==> config.mk <==
export PLATFORM = sky130hd
export DESIGN_NAME = lpm_exit_seq
export DESIGN_NICKNAME = d
export VERILOG_FILES = /design/src/rtl/lpm_pkg.sv /design/src/rtl/lpm_ctrl.sv /design/src/rtl/lpm_datapath.sv /design/src/rtl/lpm_exit_seq.sv
export SDC_FILE = /design/constraint.sdc
export NUM_CORES = 1
export LEC_CHECK = 0
export ABC_AREA = 0
export BUFFER_PORTS_ARGS = -buffer_cell sky130_fd_sc_hd__buf_2
export CORE_MARGIN = 2
export CORE_UTILIZATION = 46
export CTS_BUF_LIST = sky130_fd_sc_hd__clkbuf_4
export CTS_CLUSTER_DIAMETER = 30
export DETAILED_ROUTE_END_ITERATION = 10
export HOLD_SLACK_MARGIN = 0.02
export PLACE_DENSITY = 0.85
export REMOVE_ABC_BUFFERS = 1
export SLEW_MARGIN = 20
export SYNTH_ARGS = -nofsm -noshare
export SYNTH_HDL_FRONTEND = slang
export SYNTH_SLANG_ARGS = --single-unit
==> constraint.sdc <==
create_clock -name clk -period 2.4 [get_ports clk]
set_input_delay 0.12 -clock clk [delete_from_list [all_inputs] [get_ports clk]]
set_output_delay 0.12 -clock clk [all_outputs]
set_load 0.03 [all_outputs]
==> src/rtl/lpm_pkg.sv <==
package lpm_pkg;
  localparam int CTL_W = 4;
  localparam int CTL_PDN = 0;
  localparam int CTL_NOLOAD = 1;
  localparam int CTL_NORES = 2;
  localparam int CTL_IDLE = 3;
  localparam logic [CTL_W-1:0] CTL_RESET = 4'b1000;

  typedef enum logic [1:0] {
    ST_ACTIVE   = 2'd0,
    ST_LOWPWR   = 2'd1,
    ST_RESAMPLE = 2'd2,
    ST_LOAD     = 2'd3
  } lpmState_t;

  typedef struct packed {
    logic latchMode;
    logic forceI2c;
    logic cntClr;
    logic cntInc;
  } dpStrobe_t;
endpackage

==> src/rtl/lpm_ctrl.sv <==
module lpm_ctrl
  import lpm_pkg::*;
(
  input  logic             clk,
  input  logic             rstN,
  input  logic             ctlWrEn,
  input  logic [CTL_W-1:0] ctlWrData,
  input  logic             outEnA,
  input  logic             outEnB,
  input  logic             cntLast,
  output dpStrobe_t        strobe,
  output logic [CTL_W-1:0] ctlReg,
  output logic             lowPower,
  output logic             mute,
  output logic             clkReady,
  output logic             busy
);
  lpmState_t state, stateNext;
  logic bothOff, enterLow;

  assign bothOff  = !outEnA && !outEnB;
  assign enterLow = ctlReg[CTL_PDN] || (bothOff && !ctlReg[CTL_IDLE]);

  // Option bits are writable only while powered down
  always_ff @(posedge clk or negedge rstN) begin
    if (!rstN) begin
      ctlReg <= CTL_RESET;
    end else if (ctlWrEn) begin
      ctlReg[CTL_PDN]  <= ctlWrData[CTL_PDN];
      ctlReg[CTL_IDLE] <= ctlWrData[CTL_IDLE];
      if (state == ST_LOWPWR) begin
        ctlReg[CTL_NOLOAD] <= ctlWrData[CTL_NOLOAD];
        ctlReg[CTL_NORES]  <= ctlWrData[CTL_NORES];
      end
    end
  end

  always_comb begin
    stateNext = state;
    strobe = '0;
    unique case (state)
      ST_ACTIVE:   if (enterLow) stateNext = ST_LOWPWR;
      ST_LOWPWR:   if (!enterLow) stateNext = ST_RESAMPLE;
      ST_RESAMPLE: begin
        strobe.latchMode = !ctlReg[CTL_NORES];
        strobe.forceI2c  = ctlReg[CTL_NORES];
        strobe.cntClr    = 1'b1;
        stateNext = ctlReg[CTL_NOLOAD] ? ST_ACTIVE : ST_LOAD;
      end
      ST_LOAD: begin
        strobe.cntInc = 1'b1;
        if (cntLast) stateNext = ST_ACTIVE;
      end
      default: stateNext = ST_ACTIVE;
    endcase
  end

  always_ff @(posedge clk or negedge rstN) begin
    if (!rstN) state <= ST_ACTIVE;
    else       state <= stateNext;
  end

  assign lowPower = (state == ST_LOWPWR);
  assign busy     = (state == ST_LOAD);
  assign clkReady = (state == ST_ACTIVE);
  assign mute     = (state != ST_ACTIVE) || bothOff;

  // low power always mutes
  assert_lowpower_mutes_R3: assert property (@(posedge clk) disable iff (!rstN)
    lowPower |-> mute);
  // ready, busy and low power never overlap
  assert_exclusive_status_R5: assert property (@(posedge clk) disable iff (!rstN)
    $onehot0({lowPower, busy, clkReady}));
  // ready only rises at the end of an exit sequence
  assert_ready_after_exit_R5: assert property (@(posedge clk) disable iff (!rstN)
    $rose(clkReady) |-> ($past(state) == ST_RESAMPLE || $past(state) == ST_LOAD));
  // option bits frozen outside low power
  assert_options_frozen_R4: assert property (@(posedge clk) disable iff (!rstN)
    (state != ST_LOWPWR) |=> $stable(ctlReg[CTL_NORES:CTL_NOLOAD]));
endmodule

==> src/rtl/lpm_datapath.sv <==
module lpm_datapath
  import lpm_pkg::*;
#(
  parameter int NWORDS  = 12,
  parameter int ADDR_W  = 4,
  parameter int DATA_W  = 8,
  parameter int NPINS   = 4,
  parameter int FMT_PIN = 0
) (
  input  logic              clk,
  input  logic              rstN,
  input  dpStrobe_t         strobe,
  input  logic [NPINS-1:0]  cfgPins,
  input  logic [DATA_W-1:0] otpRdData,
  output logic [NPINS-1:0]  pinStatus,
  output logic              otpMode,
  output logic              cntLast,
  output logic              otpRdEn,
  output logic [ADDR_W-1:0] otpAddr,
  output logic              cfgWrEn,
  output logic [ADDR_W-1:0] cfgWrAddr,
  output logic [DATA_W-1:0] cfgWrData
);
  localparam logic [ADDR_W-1:0] LAST_ADDR = ADDR_W'(NWORDS - 1);

  logic [ADDR_W-1:0] wordCnt;

  for (genvar p = 0; p < NPINS; p++) begin : g_pinSync
    logic syncA, syncB;
    always_ff @(posedge clk or negedge rstN) begin
      if (!rstN) begin
        syncA <= 1'b0;
        syncB <= 1'b0;
      end else begin
        syncA <= cfgPins[p];
        syncB <= syncA;
      end
    end
    assign pinStatus[p] = syncB;
  end

  always_ff @(posedge clk or negedge rstN) begin
    if (!rstN)                 otpMode <= 1'b0;
    else if (strobe.latchMode) otpMode <= pinStatus[FMT_PIN];
    else if (strobe.forceI2c)  otpMode <= 1'b0;
  end

  always_ff @(posedge clk or negedge rstN) begin
    if (!rstN)              wordCnt <= '0;
    else if (strobe.cntClr) wordCnt <= '0;
    else if (strobe.cntInc) wordCnt <= wordCnt + 1'b1;
  end

  assign cntLast   = (wordCnt == LAST_ADDR);
  assign otpRdEn   = strobe.cntInc;
  assign otpAddr   = wordCnt;
  assign cfgWrEn   = strobe.cntInc;
  assign cfgWrAddr = wordCnt;
  assign cfgWrData = otpRdData;

  // autoload addresses advance by one per cycle
  assert_addr_steps_R7: assert property (@(posedge clk) disable iff (!rstN)
    (otpRdEn && !cntLast) |=> (otpRdEn && otpAddr == $past(otpAddr) + 1'b1));
  // disabled resample leaves I2C mode
  assert_forced_i2c_R6: assert property (@(posedge clk) disable iff (!rstN)
    strobe.forceI2c |=> !otpMode);
  // mode holds between resamples
  assert_mode_held_R6: assert property (@(posedge clk) disable iff (!rstN)
    !(strobe.latchMode || strobe.forceI2c) |=> $stable(otpMode));
endmodule

==> src/rtl/lpm_exit_seq.sv <==
module lpm_exit_seq
  import lpm_pkg::*;
#(
  parameter int NWORDS  = 12,
  parameter int ADDR_W  = 4,
  parameter int DATA_W  = 8,
  parameter int NPINS   = 4,
  parameter int FMT_PIN = 0
) (
  input  logic              clk,
  input  logic              rstN,
  input  logic              ctlWrEn,
  input  logic [CTL_W-1:0]  ctlWrData,
  output logic [CTL_W-1:0]  ctlRdData,
  input  logic              outEnA,
  input  logic              outEnB,
  input  logic [NPINS-1:0]  cfgPins,
  input  logic              refReadyRole,
  output logic              otpRdEn,
  output logic [ADDR_W-1:0] otpAddr,
  input  logic [DATA_W-1:0] otpRdData,
  output logic              cfgWrEn,
  output logic [ADDR_W-1:0] cfgWrAddr,
  output logic [DATA_W-1:0] cfgWrData,
  output logic [NPINS-1:0]  pinStatus,
  output logic              otpMode,
  output logic              mute,
  output logic              lowPower,
  output logic              busy,
  output logic              clkReady,
  output logic              refPinOut
);
  dpStrobe_t strobe;
  logic cntLast;

  lpm_ctrl u_ctrl (
    .clk(clk), .rstN(rstN), .ctlWrEn(ctlWrEn), .ctlWrData(ctlWrData),
    .outEnA(outEnA), .outEnB(outEnB), .cntLast(cntLast), .strobe(strobe),
    .ctlReg(ctlRdData), .lowPower(lowPower), .mute(mute),
    .clkReady(clkReady), .busy(busy)
  );

  lpm_datapath #(
    .NWORDS(NWORDS), .ADDR_W(ADDR_W), .DATA_W(DATA_W),
    .NPINS(NPINS), .FMT_PIN(FMT_PIN)
  ) u_dp (
    .clk(clk), .rstN(rstN), .strobe(strobe), .cfgPins(cfgPins),
    .otpRdData(otpRdData), .pinStatus(pinStatus), .otpMode(otpMode),
    .cntLast(cntLast), .otpRdEn(otpRdEn), .otpAddr(otpAddr),
    .cfgWrEn(cfgWrEn), .cfgWrAddr(cfgWrAddr), .cfgWrData(cfgWrData)
  );

  assign refPinOut = refReadyRole && clkReady;

  // reference pin never shows ready outside its role
  assert_refpin_role_R9: assert property (@(posedge clk) disable iff (!rstN)
    !refReadyRole |-> !refPinOut);
endmodule

==> results_dict.tcl <==
set metrics [dict create \
    final_cell_area_um2 1010 \
    place_inst 113 \
    max_freq_mhz 690 \
    synth-edff-count 0 \
    antennaDiodeCount 0 \
    tns_ps 0 \
    drive_above_1_share_pct 51.5 \
    synth.top_cell.area_share_pct 52.4 \
    area_growth_pct 17.6 \
    r2r-start "u_dp.cfgWrAddr[0]" \
    path_clk_slew_ps 110 \
    numCtsBuffers 3 \
    slew_headroom_pct 73.6 \
    finalSetupViolations 0 \
    final_cell_count_no_fill 122 \
    yosysTopAreaCell "dfrtp_1" \
    die_h_um 47.2 \
    syn_area_um2 860 \
    start_kind "flop" \
    ys_seq_elements 19 \
    multi_input_area_um2 225 \
    grt_max_degree 20 \
    vias 593 \
    synth-main-ff-cell "dfrtp_1" \
    hold_viol 0 \
    p_per_area_nw_per_um2 1300 \
    viasPerCell 4.86 \
    drtAntennaViolNets 0 \
    clock_sinks 19 \
    grt_pass1_wl_um 2420 \
    endpoint "refPinOut" \
    grt_pass1_vias 525 \
    run_status "finished, final reports clean" \
    tightest_slew_ps 396 \
    crit_start "u_ctrl.state[0]" \
    syn_area_per_cell_um2 12.3 \
    synth-async-reset-ratio_pct 100 \
    yosys_warnings 0 \
    detail_route.first_pass.iterations 4 \
    regArea_um2 477 \
    rsz0062_at_grt "false" \
    portBuffers 37 \
    initialDrtViolationCount 3 \
    drc 0 \
    rr_worst_depth 4 \
    wl_per_cell_um 12.5 \
    cts_tree "built" \
    start_util_pct 49.2 \
    post_dp_cell_area_um2 933 \
    skew_ps 1.62 \
    synth.distinct_cells 23 \
    ys_top_cells_by_count "buf_4, dfrtp_1, o21ai_0" \
    ir_worst_vdd_mv 0.819 \
    place.gp.congestion 0.685 \
    antenna_found_initial 0 \
    cts_buffer_depth 2 \
    endpoint_kind "output port" \
    utilization_pct 57.9 \
    r2r_end "u_ctrl.state[1]" \
    grt_overflow 0 \
    yosysMostFrequentCell "buf_4" \
    htree_num_levels 1 \
    dpl.hpwl_um 1200 \
    static-leakage-power_nw 0.539 \
    hold_depth 2 \
    finalMaxSlewViolations 0 \
    drv_cap 0 \
    nets 121 \
    clockRootBuffer "clkbuf_4" \
    grt_usage_pct 16.0 \
    routed_wl_um 1520 \
    synthTopCellsByArea "dfrtp_1, buf_4, mux2_4" \
    dieArea_um2 2230 \
    cp.required_ps 2280 \
    core_um2 1750 \
    critPathKind "flop to output port" \
    timing.critical_path.fanout_max 9 \
    fill_cells 155 \
    period_minus_slack_ps 1450 \
    ctsResizeCount 0 \
    synthCells 70 \
    die_width_um 47.2 \
    r2r_slack_ps 1050 \
    hp-class "input port to flop" \
    fin_crit_sh_pct 60.4 \
    hold_ws_ps 56.7 \
    yosysSeqAreaShare_pct 55.5 \
    row_count 15 \
    worstSkewPairLatency_ps 280 \
    io_pins 54 \
    critPathArrivalTime_ps 1330 \
]
-- final cells by class --
type | count | area share [%]
clock buffers | 3 | 2.23
clock inverters | 1 | 0.495
inverters | 4 | 1.49
multi-input cells | 28 | 22.3
flip-flops and latches | 19 | 47.2
well taps | 25 | 3.09
repair buffers | 42 | 23.3
-- what timing repair did --
action | in CTS | in global routing
setup buffers | 0 | 0
endpoints found under the hold margin | 22 | 0
hold buffers | 5 | 0
-- placed cells by master, fill, tap and decap left out, types with 2 or more instances in the layout --
master,n
inv_1,3
dfrtp_1,18
buf_2,37
nor2b_1,2
nand3_1,2
mux2_4,2
nand2_1,3
dlygate4sd3_1,5
clkbuf_4,3
a22o_1,2
o21ai_0,4
mux2_2,2
-- metrics by stage --
stage                     power, mW  worst slack (ps)
after floorplan               0.967               802
after global placement         1.15              1110
after detailed placement       1.17              1070
after CTS                      1.33               942
after global routing           1.40               830
final                          1.32               950
-- worst max-delay path: stages (launching register included) --
cell and delay, ps:
dfrtp_1 500, nor2_1 220, and2_1 140, buf_2 180
-- cells by family (layout without fill, tap and decap cells) --
kind of cell	count (synthesis)	after routing	synth area share, %
AO/OA/AOI/OAI	10	10	9.46
adder cells (fa/ha/maj)	1	1	1.46
buffers and inverters	23	50	18.3
flip-flops	19	19	55.5
multiplexers	5	5	7.28
AND/OR/NAND/NOR	12	12	8.01
-- sequential cells by signal (all words and copies together) (netlist names) --
name,cells
u_dp.otpMode,1
u_dp.cfgWrAddr,4
u_dp.g_pinSync.syncA,4
u_dp.g_pinSync.syncB,4
u_ctrl.ctlReg,4
u_ctrl.state,2
-- power breakdown --
part	internal, mW	switching (mW)	leakage [nW]	total (mW)
Clock	0.0618	0.0937	0.0177	0.156
Combinational	0.226	0.437	0.295	0.663
Sequential	0.399	0.101	0.226	0.499
-- worst min path at each step --
stage,start,to,slack (ps)
2_1_floorplan,rstN,u_ctrl.ctlReg[0],-180
3_3_place_gp,rstN,u_dp.g_pinSync[0].syncB,60
3_5_place_dp,rstN,u_dp.g_pinSync[3].syncA,70
4_1_cts,ctlWrData[1],u_ctrl.ctlReg[1],50
5_1_grt,ctlWrData[1],u_ctrl.ctlReg[1],50
6_report,ctlWrData[1],u_ctrl.ctlReg[1],60
-- layer usage --
metal | wire (um) | track usage, %
met5 | 0 | 0
met4 | 0 | 5.00
met3 | 145 | 7.31
met2 | 758 | 24.1
met1 | 619 | 20.6
No activity file was read; power rests on OpenSTA's default activity.
